<file path="src/rtl/bufprog_pkg.sv">
package bufprog_pkg;

  typedef enum logic [3:0] {
    ST_IDLE,
    ST_SETUP,
    ST_XSR,
    ST_COUNT,
    ST_DATA,
    ST_CONFIRM,
    ST_POLL,
    ST_CLEAR,
    ST_RDARR,
    ST_DONE
  } seq_state_t;

  localparam logic [1:0] RES_OK      = 2'd0;
  localparam logic [1:0] RES_TIMEOUT = 2'd1;
  localparam logic [1:0] RES_REJECT  = 2'd2;
  localparam logic [1:0] RES_DEVERR  = 2'd3;

  localparam logic [7:0] CMD_SETUP   = 8'hE8;
  localparam logic [7:0] CMD_CONFIRM = 8'hD0;
  localparam logic [7:0] CMD_CLRSTAT = 8'h50;
  localparam logic [7:0] CMD_READARR = 8'hFF;

  localparam int READY_BIT = 7;

endpackage

</file>
<file path="src/rtl/bufprog_span_chk.sv">
module bufprog_span_chk #(
  parameter int AW        = 24,
  parameter int BLK_BITS  = 8,
  parameter int BUF_WORDS = 16,
  parameter int CW        = 5
) (
  input  logic [AW-1:0] blk_addr,
  input  logic [AW-1:0] dest_addr,
  input  logic [CW-1:0] word_cnt,
  output logic          span_ok
);

  localparam int             OW       = BLK_BITS + 1;
  localparam logic [AW-1:0]  LOW_MASK = (AW'(1) << BLK_BITS) - AW'(1);
  localparam logic [OW-1:0]  BLK_SIZE = OW'(1) << BLK_BITS;

  logic          same_blk;
  logic          cnt_ok;
  logic          fits;
  logic [OW-1:0] end_off;

  always_comb begin
    same_blk = (blk_addr & ~LOW_MASK) == (dest_addr & ~LOW_MASK);
    cnt_ok   = (word_cnt != '0) && (word_cnt <= CW'(BUF_WORDS));
    end_off  = {1'b0, dest_addr[BLK_BITS-1:0]} + OW'(word_cnt);
    fits     = end_off <= BLK_SIZE;
    span_ok  = same_blk && cnt_ok && fits;
  end

endmodule

</file>
<file path="src/rtl/bufprog_tmo_timer.sv">
module bufprog_tmo_timer #(
  parameter int LIMIT = 64
) (
  input  logic clk,
  input  logic rst_n,
  input  logic clr,
  output logic expired
);

  localparam int TW = $clog2(LIMIT + 1);

  logic [TW-1:0] cnt_q;
  logic [TW-1:0] cnt_d;
  logic          cnt_en;

  assign expired = (cnt_q == TW'(LIMIT));

  always_comb begin
    cnt_en = clr || !expired;
    cnt_d  = clr ? '0 : cnt_q + TW'(1);
  end

  always_ff @(posedge clk or negedge rst_n) begin
    if (!rst_n) begin
      cnt_q <= '0;
    end else if (cnt_en) begin
      cnt_q <= cnt_d;
    end
  end

  // once the budget is used up it stays used up until cleared
  assert_tmo_sticky_R4: assert property (@(posedge clk) disable iff (!rst_n)
    (expired && !clr) |=> expired);

endmodule

</file>
<file path="src/rtl/bufprog_cmd_gen.sv">
module bufprog_cmd_gen
  import bufprog_pkg::*;
#(
  parameter int AW = 24,
  parameter int DW = 16,
  parameter int CW = 5,
  parameter int IW = 4
) (
  input  seq_state_t    st,
  input  logic [AW-1:0] blk,
  input  logic [AW-1:0] dest,
  input  logic [CW-1:0] cnt,
  input  logic [IW-1:0] idx,
  input  logic [DW-1:0] src_data,
  output logic          req,
  output logic          we,
  output logic [AW-1:0] addr,
  output logic [DW-1:0] wdata
);

  always_comb begin
    req   = 1'b1;
    we    = 1'b1;
    addr  = blk;
    wdata = '0;
    unique case (st)
      ST_SETUP:   wdata = DW'(CMD_SETUP);
      ST_XSR:     we    = 1'b0;
      ST_COUNT:   wdata = DW'(cnt - CW'(1));
      ST_DATA: begin
        addr  = dest + AW'(idx);
        wdata = src_data;
      end
      ST_CONFIRM: wdata = DW'(CMD_CONFIRM);
      ST_POLL:    we    = 1'b0;
      ST_CLEAR:   wdata = DW'(CMD_CLRSTAT);
      ST_RDARR:   wdata = DW'(CMD_READARR);
      default: begin
        req = 1'b0;
        we  = 1'b0;
      end
    endcase
  end

endmodule

</file>
<file path="src/rtl/bufprog_seq.sv">
module bufprog_seq
  import bufprog_pkg::*;
#(
  parameter int          AW          = 24,
  parameter int          DW          = 16,
  parameter int          BUF_WORDS   = 16,
  parameter int          BLK_BITS    = 8,
  parameter int          TIMEOUT_CYC = 64,
  parameter logic [15:0] ERR_MASK    = 16'h003A,
  localparam int         CW          = $clog2(BUF_WORDS + 1),
  localparam int         IW          = (BUF_WORDS > 1) ? $clog2(BUF_WORDS) : 1
) (
  input  logic          clk,
  input  logic          rst_n,
  input  logic          start,
  input  logic          final_op,
  input  logic [AW-1:0] blk_addr,
  input  logic [AW-1:0] dest_addr,
  input  logic [CW-1:0] word_cnt,
  output logic [IW-1:0] src_idx,
  input  logic [DW-1:0] src_data,
  output logic          bus_req,
  output logic          bus_we,
  output logic [AW-1:0] bus_addr,
  output logic [DW-1:0] bus_wdata,
  input  logic [DW-1:0] bus_rdata,
  input  logic          bus_ack,
  output logic          busy,
  output logic          done,
  output logic [1:0]    result
);

  localparam logic [DW-1:0] ERR_MASK_W = DW'(ERR_MASK);

  seq_state_t    st_q, st_d;
  logic [1:0]    res_q, res_d;
  logic [IW-1:0] idx_q, idx_d;
  logic [AW-1:0] blk_q, dest_q;
  logic [CW-1:0] cnt_q;
  logic          final_q;
  logic          accept;
  logic          span_ok;
  logic          tmo_exp;
  logic          xfer;
  logic          rd_ready;
  logic          rd_err;

  bufprog_span_chk #(
    .AW(AW), .BLK_BITS(BLK_BITS), .BUF_WORDS(BUF_WORDS), .CW(CW)
  ) u_span (
    .blk_addr (blk_addr),
    .dest_addr(dest_addr),
    .word_cnt (word_cnt),
    .span_ok  (span_ok)
  );

  bufprog_tmo_timer #(.LIMIT(TIMEOUT_CYC)) u_tmr (
    .clk    (clk),
    .rst_n  (rst_n),
    .clr    (st_q == ST_IDLE),
    .expired(tmo_exp)
  );

  bufprog_cmd_gen #(.AW(AW), .DW(DW), .CW(CW), .IW(IW)) u_cmd (
    .st      (st_q),
    .blk     (blk_q),
    .dest    (dest_q),
    .cnt     (cnt_q),
    .idx     (idx_q),
    .src_data(src_data),
    .req     (bus_req),
    .we      (bus_we),
    .addr    (bus_addr),
    .wdata   (bus_wdata)
  );

  assign accept   = (st_q == ST_IDLE) && start;
  assign xfer     = bus_req && bus_ack;
  assign rd_ready = bus_rdata[READY_BIT];
  assign rd_err   = |(bus_rdata & ERR_MASK_W);
  assign src_idx  = idx_q;
  assign busy     = (st_q != ST_IDLE);
  assign done     = (st_q == ST_DONE);
  assign result   = res_q;

  // next-state process
  always_comb begin
    st_d  = st_q;
    res_d = res_q;
    idx_d = idx_q;
    unique case (st_q)
      ST_IDLE: begin
        if (start) begin
          if (span_ok) begin
            st_d = ST_SETUP;
          end else begin
            res_d = RES_REJECT;
            st_d  = ST_DONE;
          end
        end
      end
      ST_SETUP: if (xfer) st_d = ST_XSR;
      ST_XSR: begin
        if (xfer) begin
          if (rd_ready) begin
            st_d = ST_COUNT;
          end else if (tmo_exp) begin
            res_d = RES_TIMEOUT;
            st_d  = ST_DONE;
          end else begin
            st_d = ST_SETUP;
          end
        end
      end
      ST_COUNT: begin
        if (xfer) begin
          idx_d = '0;
          st_d  = ST_DATA;
        end
      end
      ST_DATA: begin
        if (xfer) begin
          if (CW'(idx_q) == cnt_q - CW'(1)) st_d = ST_CONFIRM;
          else                              idx_d = idx_q + IW'(1);
        end
      end
      ST_CONFIRM: if (xfer) st_d = ST_POLL;
      ST_POLL: begin
        if (xfer && rd_ready) begin
          if (rd_err) begin
            res_d = RES_DEVERR;
            st_d  = ST_CLEAR;
          end else begin
            res_d = RES_OK;
            st_d  = final_q ? ST_RDARR : ST_DONE;
          end
        end
      end
      ST_CLEAR: if (xfer) st_d = final_q ? ST_RDARR : ST_DONE;
      ST_RDARR: if (xfer) st_d = ST_DONE;
      ST_DONE:  st_d = ST_IDLE;
      default:  st_d = ST_IDLE;
    endcase
  end

  // control registers
  always_ff @(posedge clk or negedge rst_n) begin
    if (!rst_n) begin
      st_q  <= ST_IDLE;
      res_q <= RES_OK;
      idx_q <= '0;
    end else begin
      st_q  <= st_d;
      res_q <= res_d;
      idx_q <= idx_d;
    end
  end

  // request capture, enabled on acceptance
  always_ff @(posedge clk or negedge rst_n) begin
    if (!rst_n) begin
      blk_q   <= '0;
      dest_q  <= '0;
      cnt_q   <= '0;
      final_q <= 1'b0;
    end else if (accept) begin
      blk_q   <= blk_addr;
      dest_q  <= dest_addr;
      cnt_q   <= word_cnt;
      final_q <= final_op;
    end
  end

  assert_reject_quiet_R2: assert property (@(posedge clk) disable iff (!rst_n)
    (accept && !span_ok) |=> (done && result == RES_REJECT && !bus_req));

  assert_timeout_late_R4: assert property (@(posedge clk) disable iff (!rst_n)
    (done && result == RES_TIMEOUT) |-> tmo_exp);

  assert_done_pulse_R10: assert property (@(posedge clk) disable iff (!rst_n)
    done |=> !done);

  assert_busy_start_R10: assert property (@(posedge clk) disable iff (!rst_n)
    (accept && span_ok) |=> (busy && bus_req));

  assert_req_hold_R11: assert property (@(posedge clk) disable iff (!rst_n)
    (bus_req && !bus_ack) |=> (bus_req && $stable(bus_addr) && $stable(bus_we)));

  assert_idle_quiet_R1: assert property (@(posedge clk) disable iff (!rst_n)
    !busy |-> (!bus_req && !done));

endmodule

</file>
<file path="config.mk">
export PLATFORM = sky130hd
export DESIGN_NAME = bufprog_seq
export DESIGN_NICKNAME = d
export VERILOG_FILES = /design/src/rtl/bufprog_pkg.sv /design/src/rtl/bufprog_span_chk.sv /design/src/rtl/bufprog_tmo_timer.sv /design/src/rtl/bufprog_cmd_gen.sv /design/src/rtl/bufprog_seq.sv
export SDC_FILE = /design/constraint.sdc
export NUM_CORES = 1
export LEC_CHECK = 0
export BUFFER_PORTS_ARGS = -buffer_cell sky130_fd_sc_hd__buf_2
export CAP_MARGIN = 0
export CORE_MARGIN = 5
export CORE_UTILIZATION = 53
export CTS_CLUSTER_DIAMETER = 50
export DETAILED_ROUTE_END_ITERATION = 8
export PLACE_DENSITY = 0.82
export SLEW_MARGIN = 20
export SYNTH_ARGS = -nofsm -noshare
export SYNTH_HDL_FRONTEND = slang
export SYNTH_SLANG_ARGS = --single-unit
</file>
<file path="constraint.sdc">
create_clock -name clk -period 3.6 [get_ports clk]
set_clock_uncertainty 0.15 [all_clocks]
set_input_delay 0.9 -clock clk [delete_from_list [all_inputs] [get_ports clk]]
set_output_delay 0.9 -clock clk [all_outputs]
set_load 0.01 [all_outputs]
</file>
# Word level (Yosys, flattened, before mapping)
# Index checks and enable logic that the tools add are counted.
# word_totals
reg_bits	71
input_bits	90
out_inout_bits	50
word_cells	94
# classes
addsub	6
magnitude_cmp	2
n_eq_ne	26
muxes	33
n_reduce_logical	19
# ops
op	n
16-bit case mux with 6 select lines	1
4-bit two-way mux	17
4-bit case mux with 9 select lines	1
2-bit != test, second input constant	14
24-bit by 4-bit adder with 24-bit output	1
24-bit two-way mux	1
16-bit equality test	1
4-bit by 3-bit equality test with 1-bit output, second input constant	4
2-bit two-way mux	7
10-bit AND reduction	1
8-bit by 5-bit adder with 9-bit output	1
9-bit <= comparator, second input constant	1
4-bit by 2-bit equality test with 1-bit output, second input constant	2
4-bit equality test, second input constant	2
4-bit case mux with 2 select lines	1
8-bit OR reduction	1
7-bit by 1-bit adder with 7-bit output, second input constant	1
7-bit equality test, second input constant	1
7-bit two-way mux	1
7-bit AND reduction	1
1-bit logical AND	6
2-bit case mux with 3 select lines	1
6-bit OR reduction	1
5-bit by 1-bit subtractor with 6-bit output, second input constant	1
other kinds (15)	17

# Longest topological paths before layout
# depth
word_depth	7
depth_mapped	9

# Modules after synthesis
# From an unflattened synthesis, not the netlist that was laid out.
# unflattened
cells_unflattened	489
hier_area_um2	4775.8
# modules_own_cells
module	instances	cells_each	area_per_inst_um2	seq_area_each_um2
bufprog_seq	1	219	2880.3	1601.5
bufprog_cmd_gen	1	182	1116.1	0.0
bufprog_span_chk	1	49	401.6	0.0
bufprog_tmo_timer	1	39	377.9	175.2

# Worst setup path before layout
# Ideal clock, no wire load.
# synth_path
path_type	register -> output
start	register idx_q[0] (netlist: src_idx[0])
end	output port bus_addr[20]
t_arrival_ps	2097
setup_slack_ps	453
stages_incl_launch_ff	10
path_buffers	0
path_cell_list	dfrtp_1 ha_1 inv_1 fa_1 nor2b_1 o21a_1 o211ai_1 nor3_1 xnor2_1 o21ai_0
# synth_via
elab_chain_cells	2
# synth_lines
item	line_no	rtl
start, declared	bufprog_seq.sv:37	logic [IW-1:0] idx_q, idx_d;
start signal, assigned	bufprog_seq.sv:155	idx_q <= idx_d;
24-bit by 4-bit adder with 24-bit output	bufprog_cmd_gen.sv:31	addr = dest + AW'(idx);
24-bit two-way mux	bufprog_cmd_gen.sv:26	unique case (st)
end, declared	bufprog_seq.sv:24	output logic [AW-1:0] bus_addr,
# Every way passes these cells.

# Worst setup path after layout
# layout_path
start	register dest_q[0]
end	output port bus_addr[14]
# layout_via
elab_chain_cells	2
# layout_lines
item	line_no	rtl
start, declared	bufprog_seq.sv:38	logic [AW-1:0] blk_q, dest_q;
start signal, assigned	bufprog_seq.sv:168	dest_q <= dest_addr;
24-bit by 4-bit adder with 24-bit output	bufprog_cmd_gen.sv:31	
24-bit two-way mux	bufprog_cmd_gen.sv:26	
# Every way passes these cells.

==> tab_implementation.tex <==
\begin{tabular}{lr}
\hline
Metric & Value \\
\hline
\multicolumn{2}{l}{\textbf{Layout}} \\
Final core utilization & 66.77\% \\
Layout cells sized above 1 & 38.35\% \\
Filler instances & 680 \\
Growth of design area from synthesis to finish & 23.46\% \\
Number of antenna repair diodes & 0 \\
Total number of nets in the final design & 731 \\
\multicolumn{2}{l}{\textbf{Yosys}} \\
Number of synthesized register bits & 71 \\
Post-Synthesis Net Count & 597 \\
Number of flops mapped to enable cells by yosys & 0 \\
Library cell with the highest instance count after synthesis & sky130\_fd\_sc\_hd\_\_dfrtp\_1 \\
Number of warnings issued by yosys & 0 \\
Top post-synthesis cells by area & sky130\_fd\_sc\_hd\_\_dfrtp\_1, sky130\_fd\_sc\_hd\_\_mux2\_2, sky130\_fd\_sc\_hd\_\_xor2\_1, sky130\_fd\_sc\_hd\_\_nand2\_1, sky130\_fd\_sc\_hd\_\_xnor2\_1 \\
Number of distinct library cells after synthesis & 68 \\
Cells after synthesis & 492 \\
Post-synthesis cell area & 4693 sq um \\
Synth area leader & sky130\_fd\_sc\_hd\_\_dfrtp\_1 \\
Top-area cell type share of the netlist area & 37.86\% \\
Share of synthesized registers carrying an async set or reset & 100.0\% \\
Top cells by instance count after synthesis & sky130\_fd\_sc\_hd\_\_dfrtp\_1, sky130\_fd\_sc\_hd\_\_nand2\_1, sky130\_fd\_sc\_hd\_\_mux2\_2 \\
Sequential share of the synthesized area & 37.86\% \\
Post-synthesis area per instance & 9.539 sq um \\
Most used flip-flop cell after synthesis & sky130\_fd\_sc\_hd\_\_dfrtp\_1 \\
\multicolumn{2}{l}{\textbf{Floorplan}} \\
IO Pins & 140 \\
Die height & 104.1 um \\
Core Area & 8678 sq um \\
Starting Density & 54.08\% \\
Horizontal die dimension & 104.1 um \\
Area of the die & 10,840 sq um \\
Number of standard-cell rows in the floorplan & 34 \\
\multicolumn{2}{l}{\textbf{Setup path}} \\
Largest fanout of any net on the critical path & 5 \\
Critical path launch point type & register \\
Required arrival time at the worst endpoint & 2550 ps \\
Worst reg-to-reg path cell count & 5 \\
Endpoint type of the worst setup path & primary output \\
Category of the critical setup timing path & reg2out \\
Arrival time reported for the critical path endpoint & 2560 ps \\
\multicolumn{2}{l}{\textbf{Run}} \\
Max\_cap viols & 0 \\
\multicolumn{2}{l}{\textbf{Timing}} \\
Final-report max-slew violation count & 0 \\
Final critical-path setup slack & -8.241 ps \\
Tightest hold margin & 361.8 ps \\
Relative slew slack & 51.36\% \\
Post-route minimum period & 3608 ps \\
Final period util & 100.2\% \\
Fin. Hold Viols & 0 \\
Unrepaired setup endpoints after global routing & yes \\
Actual slew at the worst max-slew pin & 729.6 ps \\
Maximum clock rate & 0.2771 GHz \\
Post-Route Setup TNS & -11.79 ps \\
Setup Viol. Count Final & 2 \\
\multicolumn{2}{l}{\textbf{Global routing}} \\
Pin count of the biggest net entering global routing & 72 \\
First-pass GRT wire length & 20,290 um \\
Global router's overall resource usage & 22.41\% \\
Overflow left after global routing & 0 \\
Number of global-route vias before repair & 4,295 \\
Initial antenna violation count & 0 \\
\multicolumn{2}{l}{\textbf{Detailed routing}} \\
Sum of routed wire length over all layers & 12,330 um \\
Mean routed wirelength per cell & 16.68 um \\
DRC violation total after the first TritonRoute iteration & 292 \\
Detailed Routing Iterations Pass 1 & 5 \\
Antenna-violating nets left & 0 \\
Post-detailed-route via-to-cell ratio & 5.750 \\
Post-route DRC violation count & 0 \\
Vias after detailed routing & 4,249 \\
\multicolumn{2}{l}{\textbf{Clocking}} \\
Number of buffers inserted during clock tree synthesis & 9 \\
Buffer levels on the longest clock path & 2 \\
TritonCTS clock tree & yes \\
Clock insertion delay at the later pin of the skew report & 350 ps \\
Clk pin slew, worst setup/hold paths & 80 ps \\
Clock root cell & sky130\_fd\_sc\_hd\_\_clkbuf\_8 \\
H-tree levels & 3 \\
Clock net sink count & 71 \\
\multicolumn{2}{l}{\textbf{Min path}} \\
Worst hold path type & reg2reg \\
Depth of the worst hold-timing path & 1 \\
\multicolumn{2}{l}{\textbf{Place}} \\
Number of buffers added on ports & 128 \\
Routability cong. & 0.8331 \\
Detailed-placement wirelength estimate & 9031 um \\
Worst setup timing slack at the placement stage & 210.7 ps \\
\multicolumn{2}{l}{\textbf{Status}} \\
Failing checks & negative setup slack \\
Status & complete, but fails checks \\
\multicolumn{2}{l}{\textbf{Power and ir drop}} \\
Leakage Power & 2.795 nW \\
Worst ir drop on vdd & 0.3931 mV \\
Cell area power density & 834.2 nW/um\^{}2 \\
\hline
\end{tabular}
-- final cells by class --
class | instances | area [sq um] | share of cell area [%]
tap | 108 | 135.1 | 2.332
clock inverter | 6 | 70.07 | 1.209
inverter | 15 | 56.30 | 0.9717
timing repair buffer | 146 | 788.3 | 13.60
multi-input combinational | 383 | 2836 | 48.95
clock buffer | 10 | 127.6 | 2.203
sequential | 71 | 1780 | 30.73
-- critical path, stage by stage (launching register included) --
cell and delay [ps]:
sky130_fd_sc_hd__dfrtp_1 380, sky130_fd_sc_hd__ha_2 220, sky130_fd_sc_hd__inv_2 50, sky130_fd_sc_hd__fa_2 370, sky130_fd_sc_hd__nor2b_2 140, sky130_fd_sc_hd__o21a_1 180
sky130_fd_sc_hd__o211ai_1 110, sky130_fd_sc_hd__buf_4 220, sky130_fd_sc_hd__buf_4 140, sky130_fd_sc_hd__xor2_1 130, sky130_fd_sc_hd__o21ai_1 120, sky130_fd_sc_hd__buf_2 140
-- through the flow --
stage	cell area, sq um	instances	total power, mW
finish	5794	739	4.834
global route	5794	739	5.197
CTS	5695	734	4.750
detailed placement	5441	715	4.047
global placement	5441	715	3.945
floorplan	4693	492	3.200
-- layout by cell type, fill, tap and decap left out, types with 4 or more instances in the layout --
cell type / instances
sky130_fd_sc_hd__buf_2: 128
sky130_fd_sc_hd__dfrtp_1: 68
sky130_fd_sc_hd__nand2_1: 59
sky130_fd_sc_hd__mux2_2: 53
sky130_fd_sc_hd__nor2_1: 31
sky130_fd_sc_hd__xor2_1: 31
sky130_fd_sc_hd__o21ai_0: 24
sky130_fd_sc_hd__xnor2_1: 20
sky130_fd_sc_hd__a21oi_1: 19
sky130_fd_sc_hd__nand3_1: 18
sky130_fd_sc_hd__buf_4: 17
sky130_fd_sc_hd__inv_1: 14
sky130_fd_sc_hd__ha_1: 11
sky130_fd_sc_hd__nor4_1: 9
sky130_fd_sc_hd__clkbuf_8: 9
sky130_fd_sc_hd__and3_1: 6
sky130_fd_sc_hd__o21ai_1: 6
sky130_fd_sc_hd__o22ai_1: 5
sky130_fd_sc_hd__nor3_1: 5
sky130_fd_sc_hd__nor2_2: 4
sky130_fd_sc_hd__nand4_1: 4
-- flip-flops by register name, summed over array words and instances, names as in the netlist --
name         cells
cnt_q            5
blk_q           24
u_tmr.cnt_q      7
final_q          1
result           2
st_q             4
dest_q          24
src_idx          4
-- final timing paths --
| path | startpoint | end | slack [ps] |
|---|---|---|---|
| max | dest_q[0]$_DFFE_PN0P_ | bus_addr[14] | -8 |
| min | blk_q[7]$_DFFE_PN0P_ | blk_q[7]$_DFFE_PN0P_ | 360 |
| max reg2reg | st_q[1]$_DFFE_PN0P_ | blk_q[5]$_DFFE_PN0P_ | 1040 |
| min reg2reg | blk_q[7]$_DFFE_PN0P_ | blk_q[7]$_DFFE_PN0P_ | 360 |
| max in group asynchronous | rst_n | src_idx[2]$_DFFE_PN0P_ | 2540 |
| min in group asynchronous | rst_n | result[1]$_DFFE_PN0P_ | 390 |
-- routing by layer --
| layer | track usage (%) | wire, um | vias up |
|---|---|---|---|
| met5 | 0 | 0 | - |
| met4 | 9.251 | 362 | 0 |
| met3 | 4.221 | 656 | 33 |
| met2 | 36.57 | 5976 | 151 |
| met1 | 29.24 | 5330 | 2043 |
| li1 | - | - | 2022 |
-- where the power goes --
part	switching [mW]	internal [mW]	leakage [nW]	total (mW)
clock network	0.332	0.324	0.0891	0.656
registers	0.355	1.18	0.866	1.54
logic	1.39	1.25	1.84	2.64
total	2.08	2.75	2.80	4.83
-- kinds of logic (layout without fill, tap and decap cells) --
logic type      after synthesis  in the layout  synth area share (%)
buf+inv                      38            177                 3.652
flops                        71             71                 37.86
compound gates               86             86                 11.65
fa+ha+maj                    15             15                 4.319
simple gates                171            171                 18.34
mux                          59             59                 14.18
xor+xnor                     52             52                 9.997
-- repair_timing --
action,in CTS,in global routing
resized for setup,10,18
setup endpoints to repair,12,15
setup buffers,3,5
hold buffers,0,0
pin swaps,5,11
Power figures use the tool's default switching activity.
